`config.mk`:
```
export PLATFORM = sky130hd
export DESIGN_NAME = irq_flag_reg
export DESIGN_NICKNAME = d
export VERILOG_FILES = /design/src/rtl/irq_flag_pkg.sv /design/src/rtl/irq_sync.sv /design/src/rtl/irq_pin_flag.sv /design/src/rtl/irq_group_flag.sv /design/src/rtl/irq_flag_reg.sv
export SDC_FILE = /design/constraint.sdc
export NUM_CORES = 1
export LEC_CHECK = 0
export ABC_AREA = 1
export BUFFER_PORTS_ARGS = -buffer_cell sky130_fd_sc_hd__buf_2
export CAP_MARGIN = 25
export CORE_MARGIN = 8
export CORE_UTILIZATION = 47
export DETAILED_ROUTE_END_ITERATION = 7
export HOLD_SLACK_MARGIN = 0.1
export PLACE_DENSITY = 0.74
export SYNTH_ARGS = -nofsm -noshare
export SYNTH_HDL_FRONTEND = slang
export SYNTH_SLANG_ARGS = --single-unit
```
`constraint.sdc`:
```
create_clock -name clk -period 0.8 [get_ports clk]
set_input_delay 0.08 -clock clk [delete_from_list [all_inputs] [get_ports clk]]
set_output_delay 0.08 -clock clk [all_outputs]
set_load 0.01 [all_outputs]
```
`src/rtl/irq_flag_pkg.sv`:
```
package irq_flag_pkg;
  typedef enum logic {
    SENSE_LEVEL = 1'b0,
    SENSE_FALL  = 1'b1
  } sense_e;
endpackage

```
`src/rtl/irq_sync.sv`:
```
module irq_sync #(
  parameter int W = 1
) (
  input  logic         clk,
  input  logic         rst,
  input  logic [W-1:0] d,
  output logic [W-1:0] q
);
  logic [W-1:0] s1;

  // Pins idle high (no request), so reset to ones to avoid a false edge.
  always_ff @(posedge clk) begin
    if (rst) begin
      s1 <= '1;
      q  <= '1;
    end else begin
      s1 <= d;
      q  <= s1;
    end
  end
endmodule

```
`src/rtl/irq_pin_flag.sv`:
```
module irq_pin_flag
  import irq_flag_pkg::*;
(
  input  logic   clk,
  input  logic   rst,
  input  logic   hold,
  input  logic   pin_s,
  input  sense_e mode,
  input  logic   clr_req,
  input  logic   wr_any,
  input  logic   rd_any,
  output logic   flag,
  output logic   arm
);
  logic prev;
  logic fall;
  logic clr;
  logic flag_nx;
  logic arm_nx;

  assign fall = prev & ~pin_s;
  assign clr  = clr_req & arm;

  always_comb begin
    if (mode == SENSE_FALL) flag_nx = fall | (flag & ~clr);
    else                    flag_nx = ~pin_s;
  end

  always_comb begin
    if (wr_any)              arm_nx = 1'b0;
    else if (rd_any && flag) arm_nx = 1'b1;
    else                     arm_nx = arm;
  end

  always_ff @(posedge clk) begin
    if (rst) begin
      prev <= 1'b1;
      flag <= 1'b0;
      arm  <= 1'b0;
    end else if (!hold) begin
      prev <= pin_s;
      flag <= flag_nx;
      arm  <= arm_nx;
    end
  end
endmodule

```
`src/rtl/irq_group_flag.sv`:
```
module irq_group_flag #(
  parameter int GRP_W = 8
) (
  input  logic             clk,
  input  logic             rst,
  input  logic             hold,
  input  logic [GRP_W-1:0] pins_s,
  output logic             flag
);
  always_ff @(posedge clk) begin
    if (rst)        flag <= 1'b0;
    else if (!hold) flag <= |(~pins_s);
  end
endmodule

```
`src/rtl/irq_flag_reg.sv`:
```
module irq_flag_reg
  import irq_flag_pkg::*;
#(
  parameter int N_IRQ = 6,
  parameter int N_GRP = 2,
  parameter int GRP_W = 8
) (
  input  logic                     clk,
  input  logic                     rst,
  input  logic                     mrst,
  input  logic                     stby,
  input  logic [N_IRQ-1:0]         irq_n,
  input  logic [N_IRQ-1:0]         irq_mode,
  input  logic [N_GRP*GRP_W-1:0]   port_n,
  input  logic                     rd_en,
  input  logic                     wr_en,
  input  logic [N_IRQ+N_GRP-1:0]   wr_data,
  output logic [N_IRQ+N_GRP-1:0]   rd_data,
  output logic                     irq_out
);
  localparam int REG_W  = N_IRQ + N_GRP;
  localparam int N_PORT = N_GRP * GRP_W;

  logic              rst_all;
  logic              wr_ok;
  logic              rd_ok;
  logic [N_IRQ-1:0]  irq_s;
  logic [N_PORT-1:0] port_s;
  logic [N_IRQ-1:0]  irq_flag;
  logic [N_IRQ-1:0]  arm_q;
  logic [N_GRP-1:0]  grp_flag;
  logic [REG_W-1:0]  flags;

  assign rst_all = rst | mrst;
  assign wr_ok   = wr_en & ~stby;
  assign rd_ok   = rd_en & ~stby;

  irq_sync #(.W(N_IRQ)) u_sync_irq (
    .clk (clk), .rst (rst_all), .d (irq_n), .q (irq_s)
  );

  irq_sync #(.W(N_PORT)) u_sync_port (
    .clk (clk), .rst (rst_all), .d (port_n), .q (port_s)
  );

  for (genvar i = 0; i < N_IRQ; i++) begin : g_pin
    irq_pin_flag u_pin (
      .clk     (clk),
      .rst     (rst_all),
      .hold    (stby),
      .pin_s   (irq_s[i]),
      .mode    (sense_e'(irq_mode[i])),
      .clr_req (wr_ok & ~wr_data[i]),
      .wr_any  (wr_ok),
      .rd_any  (rd_ok),
      .flag    (irq_flag[i]),
      .arm     (arm_q[i])
    );
    assign flags[i] = irq_flag[i];
  end

  for (genvar g = 0; g < N_GRP; g++) begin : g_grp
    irq_group_flag #(.GRP_W(GRP_W)) u_grp (
      .clk    (clk),
      .rst    (rst_all),
      .hold   (stby),
      .pins_s (port_s[g*GRP_W +: GRP_W]),
      .flag   (grp_flag[g])
    );
    assign flags[REG_W-1-g] = grp_flag[g];
  end

  assign rd_data = flags;
  assign irq_out = |flags;
endmodule

```
==> results of run 1 <==
[cell usage after synthesis]
master,number
dfxtp_1,64
buf_4,9
o21ai_0,12
or2_1,42
nand2_1,27
nand3b_1,2
a21oi_1,14
nor2_4,1
nor3_1,1
nor2_1,37
nand3_1,2
or2_2,2
inv_1,26
clkbuf_1,4
inv_2,1
nor2_2,1
buf_2,2
o21ai_1,1
[kinds of logic (layout without fill, tap and decap cells)]
group,Yosys count,count (layout)
AND/OR/NAND/NOR,115,115
buffers and inverters,42,132
flip-flops,64,64
AO/OA/AOI/OAI,27,27
[layout make-up]
class | instances | area share (%)
multi-input combinational | 142 | 23.7
tap | 52 | 2.08
inverter | 27 | 3.24
clock buffer | 11 | 4.84
sequential | 64 | 41.5
clock inverter | 5 | 1.76
timing repair buffer | 89 | 22.9
[layer usage]
| layer | routed length (um) | vias up | share of wire [%] |
|---|---|---|---|
| met5 | 0 | - | 0 |
| met2 | 2100 | 43 | 49 |
| met3 | 247 | 7 | 5.8 |
| met4 | 114 | 0 | 2.7 |
| met1 | 1830 | 737 | 43 |
| li1 | - | 913 | - |
[power by group]
| part | internal [uW] | switching (uW) | total [uW] | leakage (uW) |
|---|---|---|---|---|
| logic | 281 | 193 | 474 | 0.000697 |
| registers | 3260 | 17.0 | 3270 | 0.000528 |
| clock network | 1600 | 1160 | 2760 | 0.000101 |
| total | 5130 | 1370 | 6510 | 0.00133 |
[flip-flops by register name, indices dropped and copies added (netlist names)]
name              cells
u_sync_port.s1       16
u_sync_irq.q          6
g_pin.u_pin.prev      6
g_pin.u_pin.arm       6
u_sync_irq.s1         6
g_grp.u_grp.flag      2
g_pin.u_pin.flag      6
u_sync_port.q        16
[worst min path at each step]
stage                          from            endpoint  cells after the start
after global placement     irq_n[5]    u_sync_irq.s1[5]                      2
final                         rd_en  g_pin[2].u_pin.arm                      5
after global routing          rd_en  g_pin[4].u_pin.arm                      5
after floorplan            irq_n[0]    u_sync_irq.s1[0]                      1
after CTS                     rd_en  g_pin[2].u_pin.arm                      5
after detailed placement  port_n[0]   u_sync_port.s1[0]                      2
[through the flow]
stage          utilization [%]  instance area [um^2]
6_report                  70.8                  3130
5_1_grt                   70.8                  3130
4_1_cts                   69.7                  3080
3_5_place_dp              57.0                  2520
3_3_place_gp              57.0                  2520
2_1_floorplan                -                  2170
[worst min-delay path, delay by kind of cell]
family,cells,cell delay [ns]
buffers and inverters,2,0.15
AOI/OAI and AO/OA,1,0.05
and+or+nand+nor,2,0.11
[repair_timing]
| item | in CTS | in global routing |
|---|---|---|
| hold buffers | 29 | 0 |
| endpoints found under the hold margin | 29 | 0 |
| pin swaps | 0 | 9 |
| setup buffers | 1 | 0 |
| resized for setup | 15 | 31 |
| setup endpoints to repair | 10 | 17 |
==> impl_metrics.tcl, run 1 <==
set metrics [dict create \
    grt_pass1_vias 1606 \
    synth_area_um2 2170 \
    finalSetupViolCount 11 \
    track_usage_pct 12.6 \
    violations "negative setup slack" \
    clk_pin_slew_ns 0.07 \
    status "finished with violations" \
    critPathLaunchType "flip-flop" \
    rows 24 \
    preCtsSetupSlack_ns -0.140 \
    timing.final.crit_period_ns 1.16 \
    cts.sinks 64 \
    required_ns 0.72 \
    cpMaxStageDelayCell "dfxtp_2" \
    die_area_um2 7060 \
    power_per_cell_area_nw_per_um2 2080 \
    setup_tns_ns -1.45 \
    antenna_cells 0 \
    drtIter0Drc 89 \
    synth.area.top_cells "dfxtp_1 (59%), or2_1 (12%), nor2_1 (6.4%)" \
    routed_wl_mm 4.29 \
    finalNonFillerCells 390 \
    timing.final.ws_setup_ns -0.357 \
    crit_type "flip-flop to output port" \
    final_common_cell "dfxtp_1" \
    coreArea_um2 4410 \
    multi_input_area_um2 741 \
    synth_fa_ha_area_share_pct 0 \
    synth_xor_xnor_area_share_pct 0 \
    ys_ff_latch 64 \
    r2r_slack_ns 0 \
    portBuffers 48 \
    maxCapViolCount 0 \
    rsz0062_at_grt "yes" \
    drtAntennaViolNets 0 \
    fmax_mhz 865 \
    cts-root-buf "clkbuf_8" \
    synth_mux_area_share_pct 0 \
    endpoint "irq_out" \
    top_usage_layer "met2" \
    drive_gt1_share_pct 34.0 \
    finalPower_uw 6510 \
    synth_top_family_by_area "simple AND/OR/NAND/NOR gates" \
    hold_viol 0 \
    p_leak_uw 0.00133 \
    overflow 0 \
    clk_path_buf_depth 2 \
    initial_core_util_pct 49.2 \
    insertion_delay_ns 0.33 \
    use_met3_pct 5.18 \
    antenna_found_initial 0 \
    synth.top_cell.area_share_pct 59.0 \
    tightest_slew_ns 0.481 \
    yosys.area.top_type "dfxtp_1" \
    slew_violations 0 \
    cp_cell_sequence "inv_2 -> nand2_2 -> nor3_2 -> nand3_1 -> buf_2" \
    synthSimpleGateAreaFrac_pct 25.9 \
    rr_worst_depth 5 \
    critPathTopFamily "flip-flops" \
    num-fill-cells 326 \
    use_met2_pct 21.0 \
    fin_crit_sh_pct 145 \
    yosysUniqueCellTypes 18 \
    die_y_um 84 \
    syn_to_final_growth_pct 43.8 \
    grt_pass1_wl_mm 7.04 \
    critPathMaxStageDelay_ns 0.32 \
    synth-seq-area-share_pct 59.0 \
    hp-class "input pin to flip-flop" \
    syn_inst 248 \
    drc_errors 0 \
    syn-num-nets 290 \
    grt_max_degree 27 \
    layout.nets 375 \
    h-tree-depth 3 \
    finClkSkew_ns 0.00573 \
    synth-warning-count 0 \
    cts_buffers 9 \
    vias 1700 \
    placed_cells 347 \
    worst_r2r_endpoint "g_pin[1].u_pin.flag" \
    cp-startpoint "g_grp[1].u_grp.flag" \
    r2r_start "g_pin[1].u_pin.flag" \
    place_hpwl_mm 2.65 \
    first_pass_iters 4 \
    cp_data_arrival_time_ns 1.08 \
    mostFrequentLayoutCells "dfxtp_1 (51), or2_1 (42), buf_2 (37), nor2_1 (30), dlygate4sd3_1 (29)" \
    synth_compound_area_share_pct 6.22 \
    hold_ws_ns 0.0974 \
    slew_headroom_pct 67.7 \
    fp.dieW_um 84 \
    cts_tree "built" \
    seqCellArea_um2 1300 \
    path_buf_inv 2 \
    io_pins 51 \
    via_per_inst 4.36 \
    syn-mean-instance-area_um2 8.76 \
    end_kind "output port" \
    ir_worst_vdd_mv 1.67 \
    gp_congestion 0.779 \
    crit_cells 5 \
    wl_per_cell_um 11.0 \
    cp_max_fo 2 \
    use_met1_pct 12.4 \
]
Note: power is estimated with default switching activity, not from simulation.
==> run 2, diff against run 1 <==
- ABC_AREA: 1 -> unset
==> run 2 against run 1 <==
  * The flow finishes with violations (negative hold slack, negative setup slack)
  * Design area is 0.36% higher
  * Fmax is 8.6% lower
  * Utilization is 0.74 points higher
  * Count of clock-buffer cells in the layout is 2 lower
==> impl_metrics.tcl, run 2 <==
set metrics [dict create \
    fmax_mhz 791 \
    die_y_um 83.5 \
    rows 24 \
    vias 1720 \
    clk_pin_slew_ns 0.07 \
    violations "negative hold slack, negative setup slack" \
    power_per_cell_area_nw_per_um2 2050 \
    slew_headroom_pct 50.6 \
    r2r_start "g_pin[1].u_pin.flag" \
    antenna_cells 0 \
    syn_to_final_growth_pct 46.6 \
    status "finished with violations" \
    p_sw_uw 1460 \
    rsz0062_at_grt "yes" \
    yosysUniqueCellTypes 22 \
    finalPower_uw 6440 \
    yosys.area.top_type "dfxtp_1" \
    preCtsSetupSlack_ns -0.119 \
    fin_util_pct 71.5 \
    fin_crit_sh_pct 158 \
    syn-mean-instance-area_um2 10.0 \
    wl_met1_mm 2.01 \
    p_leak_uw 0.00129 \
    slew_violations 0 \
    synth-seq-area-share_pct 59.9 \
    num-fill-cells 305 \
    via_per_inst 4.89 \
    end_kind "output port" \
    hp-class "input pin to flip-flop" \
    first_pass_iters 4 \
    wl_met3_um 321 \
    required_ns 0.72 \
    synth.area.top_cells "dfxtp_1 (60%), or3_1 (13%), o21ai_0 (2.8%)" \
    syn_inst 213 \
    tightest_slew_ns 0.740 \
    insertion_delay_ns 0.34 \
    clockPowerShare_pct 41.3 \
    overflow 0 \
    drtIter0Drc 78 \
    final_common_cell "dfxtp_1" \
    gp_congestion 0.841 \
    h-tree-depth 3 \
    finalSetupViolCount 21 \
    async_reset_ff_share_pct 0 \
    place_hpwl_mm 3.02 \
    top_layer "met4" \
    top_regs "u_sync_port.q x16, u_sync_port.s1 x16" \
    timing.final.crit_period_ns 1.26 \
    fp.dieW_um 83.5 \
    yosys-top-cells-count "dfxtp_1 (64), or3_1 (44), nor2_1 (12), o21ai_0 (12), nor2b_1 (9)" \
    cp_max_fo 2 \
    crit_type "flip-flop to output port" \
    ir_worst_vdd_mv 1.54 \
    worst_r2r_endpoint "g_pin[1].u_pin.arm" \
    clk_path_buf_depth 2 \
    initial_core_util_pct 48.8 \
    cts_tree "built" \
    drc_errors 0 \
    hold_start "irq_n[0]" \
    hold_viol 4 \
    layout.nets 337 \
    yosysMostFrequentCell "dfxtp_1" \
    cp-startpoint "g_grp[1].u_grp.flag" \
    die_area_um2 6970 \
    mostFrequentLayoutCells "dfxtp_1 (54), or3_1 (44), buf_2 (34), dlygate4sd3_1 (20), buf_6 (20)" \
    drtAntennaViolNets 0 \
    drive_gt1_share_pct 38.0 \
    critPathLaunchType "flip-flop" \
    grt_pass1_vias 1675 \
    grt_max_degree 25 \
    portBuffers 48 \
    ys.flop_type "dfxtp_1" \
    grt_pass1_wl_mm 7.56 \
    rr_worst_depth 4 \
    hold_ws_ns -0.0608 \
    intPower_uw 4980 \
    io_pins 51 \
    ys_ff_latch 64 \
    coreArea_um2 4380 \
    synth_edf_count 0 \
    synth_area_um2 2140 \
    synth-warning-count 0 \
    finClkSkew_ns 0.00684 \
    comb_power_share_pct 7.8 \
    wl_met2_mm 2.38 \
    timing.final.ws_setup_ns -0.465 \
    pwr-share-seq_pct 50.9 \
    cts-root-buf "clkbuf_8" \
    multi_input_area_um2 779 \
    min_to "u_sync_irq.s1[0]" \
    wl_per_cell_um 13.7 \
    seqCellArea_um2 1290 \
    antenna_found_initial 0 \
    track_usage_pct 13.3 \
    cts.sinks 64 \
    cts_buffers 9 \
    min_path_cells 2 \
    syn-num-nets 255 \
    maxCapViolCount 0 \
    r2r_slack_ns -0.05 \
    p_sw_share_pct 22.6 \
    routed_wl_mm 4.83 \
    cp_data_arrival_time_ns 1.18 \
    synth.top_cell.area_share_pct 59.9 \
]
[run 2: kinds of logic after synthesis]
kind of cell	share of synthesized area, %
buffers and inverters	7.66
AO/OA/AOI/OAI	6.37
AND/OR/NAND/NOR	26.1
flip-flops	59.9
[run 2: per-stage QoR]
stage          setup TNS, ns  std cells  cell area, um^2
2_1_floorplan         -0.695        213             2140
6_report               -2.28        352             3140
4_1_cts                -1.95        354             3050
3_5_place_dp           -4.80        313             2490
3_3_place_gp           -4.35        313             2490
5_1_grt                -2.88        352             3140
[run 2: how the worst max path moves through the flow]
stage	to	slack [ns]
after global placement	u_sync_port.q[11]	-0.11
after floorplan	u_sync_irq.q[0]	-0.02
final	irq_out	-0.46
after detailed placement	g_pin[0].u_pin.arm	-0.12
after CTS	irq_out	-0.43
after global routing	irq_out	-0.52
[run 2: layout make-up]
type                    instances  share of cell area, %
flip-flops and latches         64                   41.2
multi-input cells             121                   24.9
repair buffers                 92                   24.7
clock buffers                   9                   3.95
clock inverters                 7                   2.31
well taps                      52                   2.07
inverters                       7                  0.838
[run 2: critical path: stages (launching register included)]
cell and delay [ns]:
dfxtp_2 0.34, nor4_4 0.27, nand2_1 0.10, buf_2 0.15
[run 2: repair_timing]
item                                    in CTS  in global routing
gates cloned                                 0                  0
hold endpoints to repair                    33                 12
setup buffers                                2                  5
pin swaps                                    3                 14
gates resized for setup                     31                 26
hold buffers                                23                  2
endpoints found under the setup margin      11                 29
[run 2: metal layers]
| metal | up-vias | global-route usage, % |
|---|---|---|
| met5 | - | 0 |
| met4 | 0 | 6.12 |
| met3 | 14 | 5.96 |
| met2 | 62 | 21.5 |
| met1 | 756 | 14.7 |
| li1 | 888 | - |
[run 2: power by group through the flow]
stage	combinational [uW]	clock [uW]	sequential, uW
5_1_grt	549	2880	3280
2_1_floorplan	190	0	3340
4_1_cts	485	2700	3270
3_3_place_gp	366	0	3340
3_5_place_dp	371	0	3340
6_report	504	2660	3280
